## src/rtl/prg_map_pkg.sv

```systemverilog
package prg_map_pkg;
    localparam int ADDR_W  = 16;
    localparam int DATA_W  = 8;
    localparam int SEL_W   = 3;
    localparam int BANK_W  = 4;
    localparam int WIN_W   = 13;
    localparam int ROM_AW  = BANK_W + WIN_W;
    localparam int MIRR_W  = 11;
    localparam int PPU_W   = 14;

    typedef struct packed {
        logic [SEL_W-1:0] sel;
    } sel_state_t;

    // Even selects step through banks 4..7; odd selects all land on bank 3.
    function automatic logic [BANK_W-1:0] xlate_sel(input logic [SEL_W-1:0] s);
        if (s[0]) begin
            return BANK_W'(3);
        end
        return BANK_W'(4) + BANK_W'(s[SEL_W-1:1]);
    endfunction
endpackage

```

## src/rtl/sel_register.sv

```systemverilog
module sel_register
    import prg_map_pkg::*;
(
    input  logic             clk,
    input  logic             rst_n,
    input  logic             wr_hit,
    input  logic [SEL_W-1:0] wr_val,
    output logic [SEL_W-1:0] sel_out
);
    sel_state_t st_d, st_q;

    always_comb begin
        st_d = st_q;
        if (wr_hit) begin
            st_d.sel = wr_val;
        end
    end

    always_ff @(posedge clk or negedge rst_n) begin
        if (!rst_n) begin
            st_q <= '0;
        end else begin
            st_q <= st_d;
        end
    end

    assign sel_out = st_q.sel;

    AST_SEL_HOLD: assert property (@(posedge clk) disable iff (!rst_n)
        !wr_hit |=> $stable(sel_out)) else $error("select changed without write");
    AST_SEL_LOAD: assert property (@(posedge clk) disable iff (!rst_n)
        wr_hit |=> sel_out == $past(wr_val)) else $error("select load wrong");
endmodule

```

## src/rtl/prg_window_decode.sv

```systemverilog
module prg_window_decode
    import prg_map_pkg::*;
(
    input  logic [ADDR_W-1:0] cpu_addr,
    input  logic              cpu_rw,
    input  logic [SEL_W-1:0]  sel,
    output logic [ROM_AW-1:0] rom_addr,
    output logic              rom_ce
);
    localparam int MIRR_PAD = WIN_W - MIRR_W;

    logic [2:0]        win;
    logic [BANK_W-1:0] bank;
    logic [WIN_W-1:0]  offs;
    logic              in_rom;

    assign win = cpu_addr[ADDR_W-1:WIN_W];

    always_comb begin
        bank   = '0;
        offs   = cpu_addr[WIN_W-1:0];
        in_rom = 1'b1;
        unique case (win)
            3'd3: bank = BANK_W'(2);
            3'd4: bank = BANK_W'(1);
            3'd5: bank = BANK_W'(0);
            3'd6: bank = xlate_sel(sel);
            3'd7: begin
                bank = BANK_W'(8);
                offs = {{MIRR_PAD{1'b0}}, cpu_addr[MIRR_W-1:0]};
            end
            default: in_rom = 1'b0;
        endcase
    end

    assign rom_ce   = in_rom && cpu_rw;
    assign rom_addr = rom_ce ? {bank, offs} : '0;
endmodule

```

## src/rtl/chr_passthru.sv

```systemverilog
module chr_passthru
    import prg_map_pkg::*;
(
    input  logic [PPU_W-1:0]   ppu_addr,
    output logic [WIN_W-1:0]   chr_addr,
    output logic               chr_ce
);
    assign chr_addr = ppu_addr[WIN_W-1:0];
    assign chr_ce   = ~ppu_addr[PPU_W-1];
endmodule

```

## src/rtl/prg_bank_mapper.sv

```systemverilog
module prg_bank_mapper
    import prg_map_pkg::*;
(
    input  logic              clk,
    input  logic              rst_n,
    input  logic [15:0]       cpu_addr,
    input  logic [7:0]        cpu_data,
    input  logic              cpu_rw,
    input  logic              m2,
    input  logic [13:0]       ppu_addr,
    output logic [16:0]       rom_addr,
    output logic              rom_ce,
    output logic [12:0]       chr_addr,
    output logic              chr_ce
);
    localparam logic [ADDR_W-1:0] SEL_MASK = 16'hF1FF;
    localparam logic [ADDR_W-1:0] SEL_PORT = 16'h4022;

    logic             wr_hit;
    logic [SEL_W-1:0] sel_q;
    logic             unused_data_hi;

    assign wr_hit         = m2 && !cpu_rw && ((cpu_addr & SEL_MASK) == SEL_PORT);
    assign unused_data_hi = ^cpu_data[DATA_W-1:SEL_W];

    sel_register i_sel (
        .clk     (clk),
        .rst_n   (rst_n),
        .wr_hit  (wr_hit),
        .wr_val  (cpu_data[SEL_W-1:0]),
        .sel_out (sel_q)
    );

    prg_window_decode i_dec (
        .cpu_addr (cpu_addr),
        .cpu_rw   (cpu_rw),
        .sel      (sel_q),
        .rom_addr (rom_addr),
        .rom_ce   (rom_ce)
    );

    chr_passthru i_chr (
        .ppu_addr (ppu_addr),
        .chr_addr (chr_addr),
        .chr_ce   (chr_ce)
    );

    AST_CE_READ_ONLY: assert property (@(posedge clk) disable iff (!rst_n)
        rom_ce |-> cpu_rw) else $error("rom_ce on write");
    AST_ODD_BANK3: assert property (@(posedge clk) disable iff (!rst_n)
        (rom_ce && cpu_addr[15:13] == 3'd6 && sel_q[0]) |-> rom_addr[16:13] == 4'd3)
        else $error("odd select not bank 3");
    AST_TOP_MIRROR: assert property (@(posedge clk) disable iff (!rst_n)
        (rom_ce && cpu_addr[15:13] == 3'd7) |-> (rom_addr[16:13] == 4'd8 && rom_addr[12:11] == 2'b00))
        else $error("top window not mirrored");
endmodule

```

## config.mk

```make
export PLATFORM = sky130hd
export DESIGN_NAME = prg_bank_mapper
export DESIGN_NICKNAME = d
export VERILOG_FILES = /design/src/rtl/prg_map_pkg.sv /design/src/rtl/sel_register.sv /design/src/rtl/prg_window_decode.sv /design/src/rtl/chr_passthru.sv /design/src/rtl/prg_bank_mapper.sv
export SDC_FILE = /design/constraint.sdc
export NUM_CORES = 1
export LEC_CHECK = 0
export BUFFER_PORTS_ARGS = -buffer_cell sky130_fd_sc_hd__clkbuf_2
export CORE_MARGIN = 2
export CORE_UTILIZATION = 28
export CTS_CLUSTER_DIAMETER = 80
export DETAILED_ROUTE_END_ITERATION = 16
export PLACE_DENSITY = 0.83
export RECOVER_POWER = 25
export SLEW_MARGIN = 15
export SYNTH_ARGS = -nofsm -noshare
export SYNTH_HDL_FRONTEND = slang
export SYNTH_SLANG_ARGS = --single-unit
```

## constraint.sdc

```tcl
create_clock -name clk -period 1.59 [get_ports clk]
set_input_delay 0.318 -clock clk [delete_from_list [all_inputs] [get_ports clk]]
set_output_delay 0.318 -clock clk [all_outputs]
set_load 0.1 [all_outputs]
```

**Word-level counts from Yosys, hierarchy flattened**

Cells that the tools add are included.

- Bits in registers: 3
- Bits of input ports: 42
- Output and inout bits: 32
- Word-level logic and storage cells: 22

- Reduce and logical (&&, ||, !) cells: 5
- $add $sub $neg: 1
- Equality and inequality tests: 6
- Multiplexer cells: 8
- Bitwise logic cells: 1

Operator list:

| operator | count |
|---|---|
| 17-bit two-way mux | 1 |
| 4-bit one-hot mux with 4 select lines | 1 |
| 13-bit by 12-bit == test with 1-bit output (second input constant) | 1 |
| 13-bit two-way mux | 1 |
| 3-bit == test (second input constant) | 4 |
| 4-bit two-way mux | 2 |
| 5-bit OR reduction | 1 |
| 3-bit by 2-bit adder with 4-bit output (first input constant) | 1 |
| 3-bit by 2-bit == test with 1-bit output (second input constant) | 1 |
| 1-bit logical AND | 3 |
| 1-bit two-way mux | 3 |
| 1-bit zero test | 1 |
| 1-bit NOT | 1 |

**Depth between registers and ports, before layout**

Gate-level depths: netlist of the first run.

- Depth after elaboration: 5
- Mapped depth: 4
- Mapped depth without buffers: 3

**Cells and area by module**

From an unflattened synthesis of the first run, not the netlist that was laid out.

- Cells, all modules: 54
- Area, all modules: 451.7 sq um

By module, submodules not included:

| module | area an instance (sq um) | times used | seq. area each (sq um) | cells each |
|---|---|---|---|---|
| prg_window_decode | 193.9 | 1 | 0.0 | 29 |
| sel_register | 108.9 | 1 | 75.1 | 6 |
| chr_passthru | 101.3 | 1 | 0.0 | 14 |
| prg_bank_mapper | 47.5 | 1 | 0.0 | 5 |

**Worst setup path after synthesis of the first run**

OpenSTA, ideal clock, no wires.

- Kind: reg-to-output
- Start point: reg i_sel.st_q, in the netlist i_sel.sel_out[0]
- End point: out rom_addr[15]
- Cell stages (with the launch flop): 3
- Arrival time: 2,580 ps
- Path buffers: 0
- Path slack: -1,308 ps
- Cell sequence: dfrtp_1 nand2b_1 nor3_1

- Cells in the longest elaborated chain, start to end: 5

Ends and longest elaborated chain:

| element | RTL line | RTL |
|---|---|---|
| start: declaration | sel_register.sv:10 | `sel_state_t st_d, st_q;` |
| start signal: assignment | sel_register.sv:23 | `st_q <= st_d;` |
| 1-bit two-way mux | prg_map_pkg.sv:17 | `if (s[0]) begin` |
| 1-bit two-way mux | prg_window_decode.sv:23 | `unique case (win)` |
| 4-bit two-way mux | prg_map_pkg.sv:20 | `return BANK_W'(4) + BANK_W'(s[SEL_W-1:1]);` |
| 4-bit one-hot mux with 4 select lines | prg_window_decode.sv:23 |  |
| 17-bit two-way mux | prg_window_decode.sv:37 | `assign rom_addr = rom_ce ? {bank, offs} : '0;` |
| end: declaration | prg_bank_mapper.sv:11 | `output logic [16:0] rom_addr,` |

Every way passes these cells. The select of a mux whose other input is x is not followed.

**Worst setup path in the final report of the first run**

Ends and elaborated chain as after synthesis.

==> impl_metrics.json, run 1 <==
{
  "final_antenna_net_count": 0,
  "holdCritStartpoint": "cpu_data[0]",
  "ff2ff_path_depth": 1,
  "synthesis.instances": 54,
  "fmax_mhz": 655,
  "grt_max_degree": 13,
  "io_buffers": 42,
  "grt_pass1_wl_um": 2170,
  "fin_nets": 133,
  "p_per_area_mw_per_mm2": 597,
  "p_leak_uw": 0.000450,
  "area_growth_pct": 123,
  "root_buffer": "clkbuf_4",
  "diodes": 0,
  "chipHeight_um": 42.9,
  "hp-class": "in -> reg",
  "ios": 74,
  "final_core_util": 0.650,
  "vias": 497,
  "rsz0062_at_grt": "false",
  "gp_congestion": 0.775,
  "cts_tree": "yes",
  "irDropWorstVdd_mv": 0.462,
  "drive_gt1_frac": 0.778,
  "insertion_delay_ns": 0.23,
  "grt_antenna_before_repair": 0,
  "slew_viol_final": 0,
  "cts.sinks": 3,
  "critPathArrivalTime_ns": 1.21,
  "clk_pin_slew_ns": 0.04,
  "max-slew-margin-rel": 0.813,
  "grt_util_all_layers": 0.152,
  "wirelength_um": 1240,
  "timing.final.crit_share": 0.960,
  "hpwl_um": 1090,
  "initial_core_util": 0.291,
  "place_area_um2": 890,
  "design.core.area_mm2": 0.00145,
  "gr-total-overflow": 0,
  "timing.rr.end": "i_sel.sel_out[1]",
  "critPathCaptureType": "primary output",
  "drt_first_iter_violations": 3,
  "r2r_slack_ns": 0.82,
  "h-tree-depth": 1,
  "critPathKind": "reg -> out",
  "vias_per_cell": 4.69,
  "path_max_fanout": 3,
  "syn_avg_cell_area_um2": 7.83,
  "fin_skew_ns": 0,
  "maxCapViolCount": 0,
  "status": "complete, no violations",
  "syn-num-nets": 96,
  "min_period_ns": 1.53,
  "synth-seq-cells": 3,
  "grt_pass1_vias": 520,
  "ys_warn_count": 0,
  "largest_reg_flops": 3,
  "wl_per_cell_um": 11.7,
  "drc": 0,
  "hold_violations": 0,
  "die_area_mm2": 0.00184,
  "cp.required_ns": 1.27,
  "r2r-start": "i_sel.sel_out[1]",
  "stdcell_area_um2": 945,
  "die_w_um": 42.9,
  "clk_path_buf_depth": 2,
  "yosysUniqueCellTypes": 21,
  "tightest_slew_ns": 0.278,
  "min_path_cells": 2,
  "num_rows": 14,
  "syn_area_um2": 423,
  "hold_end": "i_sel.sel_out[0]",
  "cp-start-kind": "flip-flop",
  "numCtsBuffers": 3,
  "finalSetupViolations": 0,
  "dr.pass1.iters": 3,
  "ys_seq_area_frac": 0.178
}
==> stage by stage <==
| stage | hold WS (ns) | setup slack (ns) | TNS [ns] | instances | power (µW) |
|---|---|---|---|---|---|
| 2_1_floorplan | 0.0224 | -0.101 | -0.936 | 54 | 439 |
| 3_3_place_gp | 0.113 | 0.0814 | 0 | 100 | 424 |
| 3_5_place_dp | 0.118 | 0.0612 | 0 | 100 | 428 |
| 4_1_cts | 0.316 | 0.0221 | 0 | 105 | 569 |
| 5_1_grt | 0.335 | 0.00108 | 0 | 106 | 585 |
| 6_report | 0.323 | 0.0641 | 0 | 106 | 564 |
==> kinds of logic after synthesis <==
kind of cell / share of synthesized area
muxes: 0.0799
xor gates and xnor gates: 0.0207
AOI/OAI and AO/OA: 0.0414
buffers and inverters: 0.260
DFF: 0.178
and+or+nand+nor: 0.420
==> worst max path at each step <==
stage | start | to | slack [ns] | cells past startpoint
2_1_floorplan | cpu_addr[13] | rom_addr[10] | -0.10 | 4
6_report | i_sel.sel_out[0] | rom_addr[15] | 0.06 | 3
3_5_place_dp | cpu_addr[13] | rom_addr[8] | 0.06 | 6
3_3_place_gp | cpu_addr[13] | rom_addr[6] | 0.08 | 6
5_1_grt | cpu_addr[13] | rom_addr[3] | 0.001 | 6
4_1_cts | i_sel.sel_out[0] | rom_addr[15] | 0.02 | 3
==> per-layer routing <==
layer / up-vias / GRT usage / wire length, µm
li1: 238 / - / -
met1: 222 / 0.148 / 383
met2: 31 / 0.279 / 709
met3: 6 / 0.0213 / 114
met4: 0 / 0.119 / 33
met5: - / 0 / 0
==> critical path: stages (launching register included) <==
cell and delay [ns]:
dfrtp_1 0.38, nand2b_4 0.16, nor3_4 0.23, buf_12 0.20
==> final cells by class <==
cell class,count,area [µm²]
multi-input combinational,35,302
inverter,2,7.51
timing repair buffer,46,514
clock buffer,4,26.3
sequential,3,75.1
fill,116,509
tap,16,20.0
==> cells in the final DEF, fill, tap and decap left out, types with 2 or more instances in the layout <==
cell      count
and2_4        2
nand2_1       3
clkbuf_2     22
clkbuf_4      3
inv_1         2
nor3_4        2
nor2_2        2
mux2_2        3
buf_12       18
buf_4         4
and3_2        2
dfrtp_1       3
and2_2        8
clkbuf_1      2
==> cells in the mapped netlist <==
| master | count | area share |
|---|---|---|
| a21oi_1 | 2 | 0.024 |
| and2_1 | 11 | 0.16 |
| and3_1 | 2 | 0.030 |
| and4bb_2 | 1 | 0.030 |
| buf_2 | 1 | 0.012 |
| buf_4 | 13 | 0.23 |
| dfrtp_1 | 3 | 0.18 |
| inv_1 | 2 | 0.018 |
| mux2_2 | 3 | 0.080 |
| nand2_1 | 3 | 0.027 |
| nand2b_1 | 1 | 0.015 |
| nand4_1 | 1 | 0.015 |
| nor2_1 | 2 | 0.018 |
| nor2b_1 | 1 | 0.015 |
| nor3_1 | 2 | 0.024 |
| nor3b_1 | 1 | 0.018 |
| nor4_1 | 1 | 0.015 |
| nor4b_2 | 1 | 0.035 |
| o211ai_1 | 1 | 0.018 |
| or2b_1 | 1 | 0.018 |
| xnor2_1 | 1 | 0.021 |
==> where the power goes <==
| group | total [µW] | internal (µW) | leakage [µW] | switching [µW] |
|---|---|---|---|---|
| Clock | 132 | 93.9 | 0.0000150 | 37.9 |
| Combinational | 355 | 131 | 0.000393 | 224 |
| Sequential | 77.0 | 76.9 | 0.0000419 | 0.0601 |
| Total | 564 | 302 | 0.000450 | 262 |
==> what timing repair did <==
item	CTS	global route
resized for setup	0	4
setup buffers	0	1
setup endpoints to repair	0	5
hold buffers	1	0
hold endpoints to repair	3	0
Note: power is estimated with default switching activity, not from simulation.
==> run 2: changes to the inputs <==
--- a/config.mk
+++ b/config.mk
@@ -7,7 +7,7 @@
 export LEC_CHECK = 0
 export BUFFER_PORTS_ARGS = -buffer_cell sky130_fd_sc_hd__clkbuf_2
 export CORE_MARGIN = 2
-export CORE_UTILIZATION = 28
+export CORE_UTILIZATION = 29
 export CTS_CLUSTER_DIAMETER = 80
 export DETAILED_ROUTE_END_ITERATION = 16
 export PLACE_DENSITY = 0.83
@@ -15,4 +15,5 @@
 export SLEW_MARGIN = 15
 export SYNTH_ARGS = -nofsm -noshare
 export SYNTH_HDL_FRONTEND = slang
+export SYNTH_HIERARCHICAL = 1
 export SYNTH_SLANG_ARGS = --single-unit
==> impl_metrics.json, run 2 <==
{
  "vias": 484,
  "grt_util_all_layers": 0.149,
  "grt_pass1_wl_um": 2060,
  "grt_max_degree": 13,
  "cts.sinks": 3,
  "max-slew-margin-rel": 0.814,
  "final_antenna_net_count": 0,
  "diodes": 0,
  "synth-compound-area-share": 0.0526,
  "insertion_delay_ns": 0.23,
  "ys.flop_type": "dfrtp_1",
  "drt-met1-wl_um": 409,
  "fin_nets": 132,
  "gr-total-overflow": 0,
  "drt_first_iter_violations": 2,
  "hold_ws_ns": 0.319,
  "fmax_mhz": 675,
  "top_layer_used": "met4",
  "p_per_area_mw_per_mm2": 597,
  "synthXorXnorAreaFrac": 0.0194,
  "ys_seq_area_frac": 0.166,
  "cp-start-kind": "flip-flop",
  "dp_cells": 100,
  "cp_num_cells": 3,
  "n_fill_cell": 106,
  "min_path_cells": 2,
  "rsz0062_at_grt": "false",
  "layoutNonFillerInstCount": 105,
  "wirelength_um": 1300,
  "largest_reg_flops": 3,
  "r2r-start": "i_sel/sel_out[0]",
  "stdcell_area_um2": 945,
  "path_buf_inv": 1,
  "min_period_ns": 1.48,
  "path_max_fanout": 4,
  "synth_edf_count": 0,
  "status": "complete, no violations",
  "hold_violations": 0,
  "finalSetupViolations": 0,
  "numCtsBuffers": 3,
  "gp_congestion": 0.768,
  "cts_setup_buffers": 0,
  "tightest_slew_ns": 0.278,
  "synthesis.instances": 54,
  "setup-tns-final_ns": 0,
  "hpwl_um": 1150,
  "p_leak_uw": 0.000439,
  "async_flop_share": 1.00,
  "yosysTopAreaCell": "buf_4",
  "total_power_uw": 564,
  "critPathMaxStageDelay_ns": 0.42,
  "clk_path_buf_depth": 2,
  "wl_per_cell_um": 12.4,
  "irDropWorstVdd_mv": 0.512,
  "synth_top_family_by_area": "simple AND/OR/NAND/NOR gates",
  "synth_top_area_share": 0.216,
  "root_buffer": "clkbuf_4",
  "critPathCaptureType": "primary output",
  "chipHeight_um": 43.5,
  "cp.required_ns": 1.27,
  "die_area_mm2": 0.00189,
  "synth_simple_gate_area_frac": 0.438,
  "drive_gt1_frac": 0.787,
  "synth_most_common_cell": "buf_4",
  "synth-seq-cells": 3,
  "yosys.area_share.adder": 0,
  "crit_start": "i_sel/sel_out[0]",
  "clk_pin_slew_ns": 0.04,
  "fin_skew_ns": 0,
  "synth_common_cells": "13 x buf_4, 11 x and2_2, 4 x nand2_1",
  "slew_viol_final": 0,
  "critPathArrivalTime_ns": 1.16,
  "layout_commonest_cell": "clkbuf_2",
  "dr.pass1.iters": 2,
  "path_cells": "o21ai_1, a21oi_4, buf_12",
  "synth_area_leaders": "buf_4 22%, and2_2 18%, dfrtp_1 17%",
  "hp-class": "in -> reg",
  "num_rows": 14,
  "layout_common_cells": "22 x clkbuf_2, 18 x buf_12, 11 x and2_2",
  "timing.final.crit_share": 0.931,
  "maxCapViolCount": 0,
  "vias_per_cell": 4.61,
  "area_growth_pct": 109,
  "ys_warn_count": 6,
  "ff2ff_path_depth": 1,
  "syn_avg_cell_area_um2": 8.36,
  "h-tree-depth": 1,
  "cpLargestDelayFamily": "flip-flops",
  "grt_antenna_before_repair": 0,
  "initial_core_util": 0.303,
  "critPathKind": "reg -> out",
  "ios": 74,
  "cts_tree": "yes",
  "place_area_um2": 905,
  "wl_met3_um": 104,
  "holdCritStartpoint": "cpu_data[0]",
  "slowest_stage": "dfrtp_1",
  "synthMuxAreaShare": 0.0748,
  "design.core.area_mm2": 0.00149,
  "wl_met2_um": 759,
  "yosysUniqueCellTypes": 21,
  "syn-num-nets": 96,
  "die_w_um": 43.5,
  "drc": 0,
  "grt_pass1_vias": 521,
  "io_buffers": 42,
  "syn_area_um2": 452
}
## run 2: what timing repair did
item / CTS / global route
resized for setup: 1 / 1
hold endpoints to repair: 3 / 0
setup endpoints to repair: 1 / 11
hold buffers: 1 / 0
## run 2: layout make-up
cell class / instances / area, µm² / share of cell area
clock buffers: 4 / 26.3 / 0.0278
inverters: 1 / 3.75 / 0.00397
multi-input cells: 36 / 313 / 0.331
flip-flops and latches: 3 / 75.1 / 0.0795
well taps: 16 / 20.0 / 0.0212
repair buffers: 45 / 507 / 0.536
## run 2: kinds of logic after synthesis
kind of cell / after synthesis
flops: 3
buf+inv: 15
compound gates: 4
mux: 3
xor+xnor: 1
simple gates: 28
## run 2: routing by layer
layer	up-vias	global-route usage
met5	-	0
met4	0	0.121
met3	4	0.0458
met2	25	0.278
met1	219	0.127
li1	236	-
## run 2: final timing paths
kind	endpoint	slack [ns]
setup / recovery	rom_addr[14]	0.11
hold / removal	i_sel/sel_out[0]	0.32
setup reg to reg	i_sel/sel_out[0]	0.78
hold reg to reg	i_sel/sel_out[1]	0.50
max in group asynchronous	i_sel/sel_out[2]	1.03
min in group asynchronous	i_sel/sel_out[0]	0.42
## run 2: through the flow
| stage | util | worst slack (ns) |
|---|---|---|
| after floorplan | - | -0.0918 |
| after global placement | 0.608 | 0.0376 |
| after detailed placement | 0.608 | 0.00538 |
| after CTS | 0.632 | 0.00440 |
| after global routing | 0.634 | 0.0289 |
| final | 0.634 | 0.109 |
## run 2: report_power, final
group | internal (µW) | switching [µW] | leakage (µW)
combinational | 131 | 223 | 0.000383
clock | 94.0 | 39.5 | 0.0000150
sequential | 76.9 | 0.0758 | 0.0000419
total | 302 | 262 | 0.000439
